File: src/rtl/serial_rx_pkg.sv
package serial_rx_pkg;

    localparam int OVS      = 16;
    localparam int HALF     = OVS / 2;
    localparam int CNT_W    = $clog2(OVS);
    localparam int DATA_W   = 8;
    localparam int IDX_W    = $clog2(DATA_W);

    typedef enum logic [2:0] {
        ST_IDLE,
        ST_START,
        ST_DATA,
        ST_PARITY,
        ST_STOP
    } rx_state_e;

    typedef struct packed {
        logic [1:0] wlen;
        logic       par_en;
        logic       par_odd;
    } rx_cfg_t;

    typedef struct packed {
        logic [DATA_W-1:0] data;
        logic              par_err;
        logic              frm_err;
    } rx_char_t;

    typedef struct packed {
        logic full;
        logic ovr;
        logic frm;
        logic par;
    } rx_stat_t;

    function automatic logic [IDX_W:0] bits_of(input logic [1:0] code);
        return (IDX_W+1)'(5) + {{(IDX_W-1){1'b0}}, code};
    endfunction

    function automatic logic [DATA_W-1:0] width_mask(input logic [1:0] code);
        return {DATA_W{1'b1}} >> (2'd3 - code);
    endfunction

endpackage

File: src/rtl/serial_rx_sync.sv
module serial_rx_sync #(
    parameter int STAGES = 2
) (
    input  logic clk,
    input  logic rst,
    input  logic d_i,
    output logic q_o
);
    logic [STAGES-1:0] chain;

    generate
        if (STAGES == 1) begin : g_single
            always_ff @(posedge clk) begin
                if (rst) chain <= '1;
                else     chain <= d_i;
            end
        end else begin : g_multi
            always_ff @(posedge clk) begin
                if (rst) chain <= '1;
                else     chain <= {chain[STAGES-2:0], d_i};
            end
        end
    endgenerate

    assign q_o = chain[STAGES-1];
endmodule

File: src/rtl/serial_rx_framer.sv
module serial_rx_framer
    import serial_rx_pkg::*;
(
    input  logic     clk,
    input  logic     rst,
    input  logic     tick_i,
    input  logic     rxd_i,
    input  rx_cfg_t  cfg_i,
    output logic     done_o,
    output rx_char_t char_o
);
    rx_state_e          state;
    logic [CNT_W-1:0]   cnt;
    logic [IDX_W-1:0]   idx;
    logic [DATA_W-1:0]  shreg;
    logic               par_acc;
    logic               mid_bit;
    logic               last_bit;

    assign mid_bit  = (cnt == CNT_W'(OVS-1));
    assign last_bit = ({1'b0, idx} == bits_of(cfg_i.wlen) - 1'b1);

    always_ff @(posedge clk) begin
        if (rst) begin
            state   <= ST_IDLE;
            cnt     <= '0;
            idx     <= '0;
            shreg   <= '0;
            par_acc <= 1'b0;
        end else if (tick_i) begin
            case (state)
                ST_IDLE: begin
                    cnt <= '0;
                    if (!rxd_i) state <= ST_START;
                end
                ST_START: begin
                    if (cnt == CNT_W'(HALF-1)) begin
                        cnt <= '0;
                        if (!rxd_i) begin
                            state   <= ST_DATA;
                            idx     <= '0;
                            shreg   <= '0;
                            par_acc <= 1'b0;
                        end else begin
                            state <= ST_IDLE;
                        end
                    end else begin
                        cnt <= cnt + 1'b1;
                    end
                end
                ST_DATA: begin
                    if (mid_bit) begin
                        cnt        <= '0;
                        shreg[idx] <= rxd_i;
                        par_acc    <= par_acc ^ rxd_i;
                        if (last_bit)
                            state <= cfg_i.par_en ? ST_PARITY : ST_STOP;
                        else
                            idx <= idx + 1'b1;
                    end else begin
                        cnt <= cnt + 1'b1;
                    end
                end
                ST_PARITY: begin
                    if (mid_bit) begin
                        cnt     <= '0;
                        par_acc <= par_acc ^ rxd_i;
                        state   <= ST_STOP;
                    end else begin
                        cnt <= cnt + 1'b1;
                    end
                end
                ST_STOP: begin
                    if (mid_bit) begin
                        cnt   <= '0;
                        state <= ST_IDLE;
                    end else begin
                        cnt <= cnt + 1'b1;
                    end
                end
                default: state <= ST_IDLE;
            endcase
        end
    end

    assign done_o         = tick_i && (state == ST_STOP) && mid_bit;
    assign char_o.data    = shreg;
    assign char_o.frm_err = !rxd_i;
    assign char_o.par_err = cfg_i.par_en && (par_acc ^ cfg_i.par_odd);
endmodule

File: src/rtl/serial_rx_status.sv
module serial_rx_status
    import serial_rx_pkg::*;
(
    input  logic              clk,
    input  logic              rst,
    input  logic              done_i,
    input  rx_char_t          char_i,
    input  logic [1:0]        wlen_i,
    input  logic              rd_i,
    output logic [DATA_W-1:0] data_o,
    output rx_stat_t          stat_o
);
    always_ff @(posedge clk) begin
        if (rst) begin
            data_o <= '0;
            stat_o <= '0;
        end else if (done_i && stat_o.full && !rd_i) begin
            stat_o.ovr <= 1'b1;
        end else if (done_i) begin
            data_o       <= char_i.data & width_mask(wlen_i);
            stat_o.full  <= 1'b1;
            stat_o.ovr   <= 1'b0;
            stat_o.frm   <= char_i.frm_err;
            stat_o.par   <= char_i.par_err;
        end else if (rd_i) begin
            stat_o <= '0;
        end
    end
endmodule

File: src/rtl/serial_rx_unit.sv
module serial_rx_unit
    import serial_rx_pkg::*;
#(
    parameter int SYNC_STAGES = 2
) (
    input  logic        clk,
    input  logic        rst,
    input  logic        tick16_i,
    input  logic        rxd_i,
    input  logic [1:0]  wlen_i,
    input  logic        par_en_i,
    input  logic        par_odd_i,
    input  logic        echo_en_i,
    input  logic        irq_en_i,
    input  logic        rd_i,
    output logic [7:0]  rx_data_o,
    output logic [3:0]  status_o,
    output logic        irq_o,
    output logic        txd_o
);
    logic     rxd_s;
    logic     char_done;
    rx_char_t char_w;
    rx_cfg_t  cfg;
    rx_stat_t stat;

    assign cfg = '{wlen: wlen_i, par_en: par_en_i, par_odd: par_odd_i};

    serial_rx_sync #(.STAGES(SYNC_STAGES)) i_sync (
        .clk (clk),
        .rst (rst),
        .d_i (rxd_i),
        .q_o (rxd_s)
    );

    serial_rx_framer i_framer (
        .clk    (clk),
        .rst    (rst),
        .tick_i (tick16_i),
        .rxd_i  (rxd_s),
        .cfg_i  (cfg),
        .done_o (char_done),
        .char_o (char_w)
    );

    serial_rx_status i_status (
        .clk    (clk),
        .rst    (rst),
        .done_i (char_done),
        .char_i (char_w),
        .wlen_i (wlen_i),
        .rd_i   (rd_i),
        .data_o (rx_data_o),
        .stat_o (stat)
    );

    assign status_o = stat;
    assign irq_o    = irq_en_i & stat.full;
    assign txd_o    = echo_en_i ? rxd_i : 1'b1;
endmodule

File: config.mk
export PLATFORM = sky130hd
export DESIGN_NAME = serial_rx_unit
export DESIGN_NICKNAME = d
export VERILOG_FILES = /design/src/rtl/serial_rx_pkg.sv /design/src/rtl/serial_rx_sync.sv /design/src/rtl/serial_rx_framer.sv /design/src/rtl/serial_rx_status.sv /design/src/rtl/serial_rx_unit.sv
export SDC_FILE = /design/constraint.sdc
export NUM_CORES = 1
export LEC_CHECK = 0
export BUFFER_PORTS_ARGS = -buffer_cell sky130_fd_sc_hd__buf_2
export CORE_UTILIZATION = 50
export DETAILED_ROUTE_END_ITERATION = 6
export GPL_ROUTABILITY_DRIVEN = 1
export PLACE_DENSITY_LB_ADDON = 0.2
export SLEW_MARGIN = 0
export SYNTH_ARGS = -nofsm -noshare
export SYNTH_HDL_FRONTEND = slang
export SYNTH_SLANG_ARGS = --single-unit
export TNS_END_PERCENT = 10
File: constraint.sdc
create_clock -name clk -period 1.6 [get_ports clk]
set_input_delay 0.4 -clock clk [delete_from_list [all_inputs] [get_ports clk]]
set_output_delay 0.4 -clock clk [all_outputs]
set_load 0.02 [all_outputs]
==> flow_metrics.py, run 1 <==
metrics = {
    "timing": {
        "period_needed_ns": 1.682,
        "slew_headroom": 0.6000,
        "period_share": 1.051,
        "tightest_slew_ns": 0.6000,
        "worst_slack_ns": -0.08189,
        "hold_viol": 0,
        "grt_setup_unrepaired": "true",
        "finClkSkew_ns": 0.008548,
        "hold_slack_ns": 0.2273,
        "slew_viol_final": 0,
        "clock.fmax_mhz": 594.6,
        "finalSetupViolations": 9,
    },
    "logic_synthesis": {
        "synthXorXnorAreaFrac": 0.03050,
        "synth_top_family_by_area": "simple AND/OR/NAND/NOR gates",
        "synth_compound_area_frac": 0.1765,
        "yosys_warnings": 0,
        "synth_commonest_cells": "33 x dfxtp_1, 26 x a21oi_1, 18 x nor2_1",
        "synth-main-ff-cell": "dfxtp_1",
        "synth_edf_count": 0,
        "yosysTopAreaCellShare": 0.3834,
        "seq_area_frac_synth": 0.3834,
        "yosysMostFrequentCell": "dfxtp_1",
        "yosys-top-cells-area": "dfxtp_1 38%, a21oi_1 7.6%, mux2i_1 4.1%",
        "syn-num-nets": 219,
        "synth_area_per_cell_um2": 8.364,
        "netlist_area_mm2": 0.001723,
        "synth_simple_gate_area_frac": 0.2956,
        "async_flop_share": 0,
        "synth_mux_area_frac": 0.04720,
        "yosysUniqueCellTypes": 46,
        "synth_top_area_cell": "dfxtp_1",
        "synth-seq-cells": 33,
        "synth_fa_ha_area_frac": 0.01452,
        "synthCells": 206,
    },
    "die": {
        "start_util": 0.5464,
        "die_w_um": 60.70,
        "die_y_um": 60.70,
        "dieArea_mm2": 0.003684,
        "core_mm2": 0.003153,
        "floorplan.rows": 20,
        "pin_count": 25,
    },
    "detailed_routing": {
        "drt-vias-per-instance": 5.690,
        "drt-pass1-iter-count": 4,
        "drc": 0,
        "drt_wl_total_mm": 4.197,
        "avgRoutedWirePerCell_um": 13.85,
        "drt_iter0_markers": 83,
        "vias": 1724,
        "ant_nets": 0,
    },
    "setup_path": {
        "r2r_cells": 7,
        "startpoint_type": "register",
        "worstReg2RegStart": "i_framer.cnt[1]",
        "crit_fanout": 12,
        "criticalPathCategory": "register to register",
        "cp-endpoint": "i_status.data_o[0]",
        "endpoint_kind": "register",
        "cp-startpoint": "i_framer.cnt[1]",
        "regToRegEndpoint": "i_status.data_o[0]",
        "worstPathRequired_ns": 1.82,
        "crit_arrival_ns": 1.90,
        "reg2reg_setup_slack_ns": -0.08,
    },
    "min_path": {
        "min_from": "rd_i",
        "hold_path.class": "primary input to register",
    },
    "grt": {
        "grt_pass1_wl_mm": 6.982,
        "grt_max_degree": 34,
        "antenna_found_initial": 0,
        "grt_pass1_vias": 1614,
        "grt.total_usage": 0.2574,
        "overflow": 0,
    },
    "placement": {
        "place_hpwl_mm": 2.974,
        "place_inst": 293,
        "io_buffers": 24,
        "routabilityCongestion": 0.9080,
    },
    "cells_and_area": {
        "syn_to_final_growth_pct": 29.48,
        "drive_gt1_frac": 0.3514,
        "fin_util": 0.7075,
        "nets": 271,
        "instances_no_fill": 303,
        "n_fill_cell": 247,
        "diodes": 0,
    },
    "clock_network": {
        "cts_buffer_depth": 2,
        "numCtsBuffers": 5,
        "hold_buffers": 0,
        "tritoncts": "built",
        "insertion_delay_ns": 0.34,
        "cts_root_buf": "clkbuf_4",
        "htree_levels": 2,
        "clock-sinks": 33,
        "clk_pin_slew_ns": 0.11,
    },
    "power": {
        "leakagePower_nw": 0.9037,
        "power_density_mw_per_mm2": 631.7,
        "irDropWorstVdd_mv": 0.4563,
    },
    "outcome": {
        "violations": "setup timing",
        "outcome": "finished with violations",
    },
    "job": {
        "drv_cap": 0,
    },
}
==> layout by cell type (no fill, tap or decap), drive strengths merged, types with 2 or more instances in the layout <==
master and count:
o21ai 8, nor2 18, nor3 10, clkbuf 5
and3 2, dfxtp 33, a21o 2, xnor2 5
a31oi 5, nand2b 6, ha 2, inv 5
nand3b 2, nor2b 6, a21oi 27, nand4b 2
o211ai 3, and2 4, clkinv 2, nand3 11
nand2 11, mux2i 7, buf 58, nand4 6
nor3b 3, or2 2
==> report_power, final <==
part	switching, mW	total, mW	internal (mW)
sequential	0.00762	0.835	0.827
combinational	0.0615	0.113	0.0517
clock	0.296	0.461	0.165
==> worst min-delay path by stage <==
stage                          to  slack [ns]  cells after the start
2_1_floorplan     i_sync.chain[1]        0.39                      1
4_1_cts        i_status.stat_o[2]        0.23                      2
3_3_place_gp      i_sync.chain[1]        0.40                      1
6_report       i_status.stat_o[2]        0.23                      2
3_5_place_dp      i_sync.chain[1]        0.40                      1
5_1_grt        i_status.stat_o[2]        0.22                      2
==> repair_timing <==
action                                 CTS  global route
resized for setup                       10             5
setup endpoints to repair               20            24
endpoints found under the hold margin    0             0
pin swaps                                2             9
setup buffers                            1             1
==> stage by stage <==
step / instance area [µm²] / total power [mW] / setup TNS (ns) / setup WS [ns]
2_1_floorplan: 1749 / 0.9145 / 0 / 0.03772
3_3_place_gp: 2102 / 0.9581 / 0 / 0.01138
3_5_place_dp: 2102 / 0.9625 / -0.4980 / -0.05403
4_1_cts: 2208 / 1.410 / -0.2676 / -0.04933
5_1_grt: 2231 / 1.470 / -2.211 / -0.2208
6_report: 2231 / 1.409 / -0.3348 / -0.08189
==> flip-flops by register name, indices dropped and copies added, names as in the netlist <==
signal,flops
i_framer.cnt,4
i_framer.idx,3
i_sync.chain,2
i_framer.shreg,8
i_framer.par_acc,1
i_status.stat_o,4
i_status.data_o,8
i_framer.state,3
==> logic make-up after synthesis <==
| kind of cell | Yosys count |
|---|---|
| AO/OA/AOI/OAI | 51 |
| XOR/XNOR | 6 |
| adder cells (fa/ha/maj) | 2 |
| buffers and inverters | 18 |
| flip-flops | 33 |
| multiplexers | 8 |
| AND/OR/NAND/NOR | 88 |
==> critical path, stage by stage, from the launching register on <==
cell,delay (ns)
dfxtp_2,0.37
ha_4,0.17
and3_4,0.19
nand4_1,0.15
a21oi_2,0.23
buf_12,0.17
mux2i_2,0.21
nor2_1,0.07
==> layout make-up <==
type	count	area (µm²)	share of cell area
Timing Repair Buffer	58	387.9	0.1739
Sequential cell	33	666.9	0.2989
Multi-Input combinational cell	155	1047	0.4694
Clock buffer	5	37.54	0.01683
Inverter	5	18.77	0.008413
Tap cell	44	55.05	0.02468
Clock inverter	3	17.52	0.007852
==> per-layer routing <==
metal / vias up / GRT usage / wire, µm
met1: 798 / 0.3020 / 1800
met3: 16 / 0.04904 / 260
met5: - / 0 / 0
li1: 846 / - / -
met2: 64 / 0.4443 / 2013
met4: 0 / 0.1364 / 123
Note: power is estimated with default switching activity, not from simulation.
==> run 2, diff against run 1 <==
--- a/config.mk
+++ b/config.mk
@@ -9,6 +9,7 @@
 export CORE_UTILIZATION = 50
 export DETAILED_ROUTE_END_ITERATION = 6
 export GPL_ROUTABILITY_DRIVEN = 1
+export GPL_TIMING_DRIVEN = 0
 export PLACE_DENSITY_LB_ADDON = 0.2
 export SLEW_MARGIN = 0
 export SYNTH_ARGS = -nofsm -noshare
==> run 2 against run 1 <==
- the run still ends with setup timing left
- fmax decreased by 1.1%
- sequential power about the same
- wire length down 11%
- via count is 8.4% lower
- combinational power decreased by 4%
- non-clock buffer count down 13
- critical path depth did not move
- sequential share of layout area up 0.96 points
- cell count shrank 4.3%
- highest routed layer unchanged
- clock skew increased by 0.0023 ns
- power rose by 12%
==> flow_metrics.py, run 2 (synthesis gave the netlist of run 1 again) <==
metrics = {
    "outcome": {
        "outcome": "finished with violations",
        "violations": "setup timing",
    },
    "timing": {
        "tightest_slew_ns": 0.5755,
        "grt_setup_unrepaired": "true",
        "slew_headroom": 0.6163,
        "finClkSkew_ns": 0.01090,
        "finalSetupViolations": 14,
        "slew_viol_final": 0,
        "period_share": 1.063,
        "period_needed_ns": 1.701,
        "hold_viol": 0,
        "clock.fmax_mhz": 587.8,
        "hold_slack_ns": 0.2452,
        "worst_slack_ns": -0.1011,
    },
    "clock_network": {
        "htree_levels": 2,
        "cts_buffer_depth": 2,
        "cts_root_buf": "clkbuf_4",
        "clk_pin_slew_ns": 0.10,
        "tritoncts": "built",
        "numCtsBuffers": 5,
        "clock-sinks": 33,
        "insertion_delay_ns": 0.32,
        "hold_buffers": 0,
    },
    "cells_and_area": {
        "n_fill_cell": 255,
        "layout_commonest_cell": "dfxtp_1",
        "design_area_mm2": 0.002157,
        "instances_no_fill": 290,
        "top_regs": "i_framer.shreg (8), i_status.data_o (8)",
        "regArea_um2": 665.6,
        "multi_input_area_mm2": 0.001070,
        "final_cell_mix": "29 x dfxtp_1, 26 x buf_2, 25 x a21oi_1, 17 x nor2_1, 11 x buf_4",
        "diodes": 0,
        "syn_to_final_growth_pct": 25.20,
        "drive_gt1_frac": 0.3008,
        "nets": 258,
    },
    "min_path": {
        "min_from": "rd_i",
        "worst_hold_path.num_cells": 2,
        "hold_path_end": "i_status.stat_o[2]",
        "hold_path.class": "primary input to register",
    },
    "setup_path": {
        "endpoint_kind": "register",
        "criticalPathCategory": "register to register",
        "worstPathRequired_ns": 1.86,
        "worstReg2RegStart": "i_framer.cnt[0]",
        "startpoint_type": "register",
        "crit_arrival_ns": 1.97,
        "reg2reg_setup_slack_ns": -0.10,
        "crit_fanout": 5,
        "r2r_cells": 7,
        "regToRegEndpoint": "i_status.stat_o[1]",
    },
    "grt": {
        "grt_pass1_vias": 1381,
        "overflow": 0,
        "grtUsageMet1": 0.3102,
        "top_usage_layer": "met2",
        "grt_max_degree": 11,
        "use_met2": 0.3564,
        "grt.total_usage": 0.2255,
        "use_met3": 0.05117,
        "antenna_found_initial": 0,
        "grt_pass1_wl_mm": 6.223,
    },
    "placement": {
        "io_buffers": 23,
        "place_hpwl_mm": 2.529,
        "routabilityCongestion": 0.8582,
        "place_inst": 273,
        "place_area_mm2": 0.001919,
        "dpl_worst_slack_ns": -0.2082,
    },
    "detailed_routing": {
        "drt-pass1-iter-count": 4,
        "ant_nets": 0,
        "avgRoutedWirePerCell_um": 12.88,
        "drt_iter0_markers": 75,
        "drt_wl_total_mm": 3.736,
        "drt-vias-per-instance": 5.448,
        "drc": 0,
        "vias": 1580,
    },
    "die": {
        "floorplan.rows": 20,
        "core_mm2": 0.003153,
        "dieArea_mm2": 0.003684,
        "die_y_um": 60.70,
        "pin_count": 25,
        "die_w_um": 60.70,
        "start_util": 0.5464,
    },
    "power": {
        "power_density_mw_per_mm2": 728.8,
        "totalPowerFinal_mw": 1.572,
        "irDropWorstVdd_mv": 0.6470,
        "leakagePower_nw": 0.8461,
    },
    "job": {
        "drv_cap": 0,
    },
}
==> run 2: worst max-delay path by stage <==
stage	startpoint	endpoint	slack [ns]	cells after the start
2_1_floorplan	i_framer.cnt[1]	i_status.data_o[0]	0.04	7
3_3_place_gp	i_framer.cnt[1]	i_status.data_o[2]	-0.20	7
3_5_place_dp	i_framer.cnt[0]	i_status.data_o[2]	-0.21	7
4_1_cts	i_framer.cnt[0]	i_framer.state[2]	-0.07	6
5_1_grt	i_framer.cnt[0]	i_status.stat_o[1]	-0.19	7
6_report	i_framer.cnt[0]	i_status.stat_o[1]	-0.10	7
==> run 2: where the power goes <==
group	switching, mW	internal, mW
registers	0.00734	0.827
logic	0.0624	0.0452
clock network	0.257	0.373
total	0.327	1.25
==> run 2: critical path, stage by stage (launching register included) <==
cell	delay [ns]
dfxtp_2	0.36
ha_4	0.16
and3_4	0.20
nand4_1	0.18
a21oi_2	0.23
buf_4	0.15
mux2_4	0.29
nor2_1	0.08
==> run 2: cell type report <==
class	instances	share of cell area
clock buffer	7	0.02552
timing repair buffer	33	0.08701
inverter	5	0.008701
clock inverter	1	0.01392
buffer	12	0.03480
tap	44	0.02552
sequential	33	0.3086
multi-input combinational	155	0.4959
==> run 2: repair_timing <==
item / 4_1_cts / 5_1_grt
resized for setup: 9 / 12
hold endpoints to repair: 0 / 0
pin swaps: 5 / 4
buffers inserted: 7 / 2
setup endpoints to repair: 24 / 27
gates cloned: 0 / 1
==> run 2: per-layer routing <==
metal | wire length [µm] | vias to the layer above
li1 | - | 819
met1 | 1767 | 711
met2 | 1752 | 48
met3 | 206 | 2
met4 | 8 | 0
met5 | 0 | -
==> run 2: through the flow <==
step                TNS, ns  utilization
CTS                 -0.2560       0.6627
floorplan                 0            -
global placement     -2.047       0.6087
detailed placement   -2.052       0.6087
finish              -0.6460       0.6841
global route         -2.711       0.6841
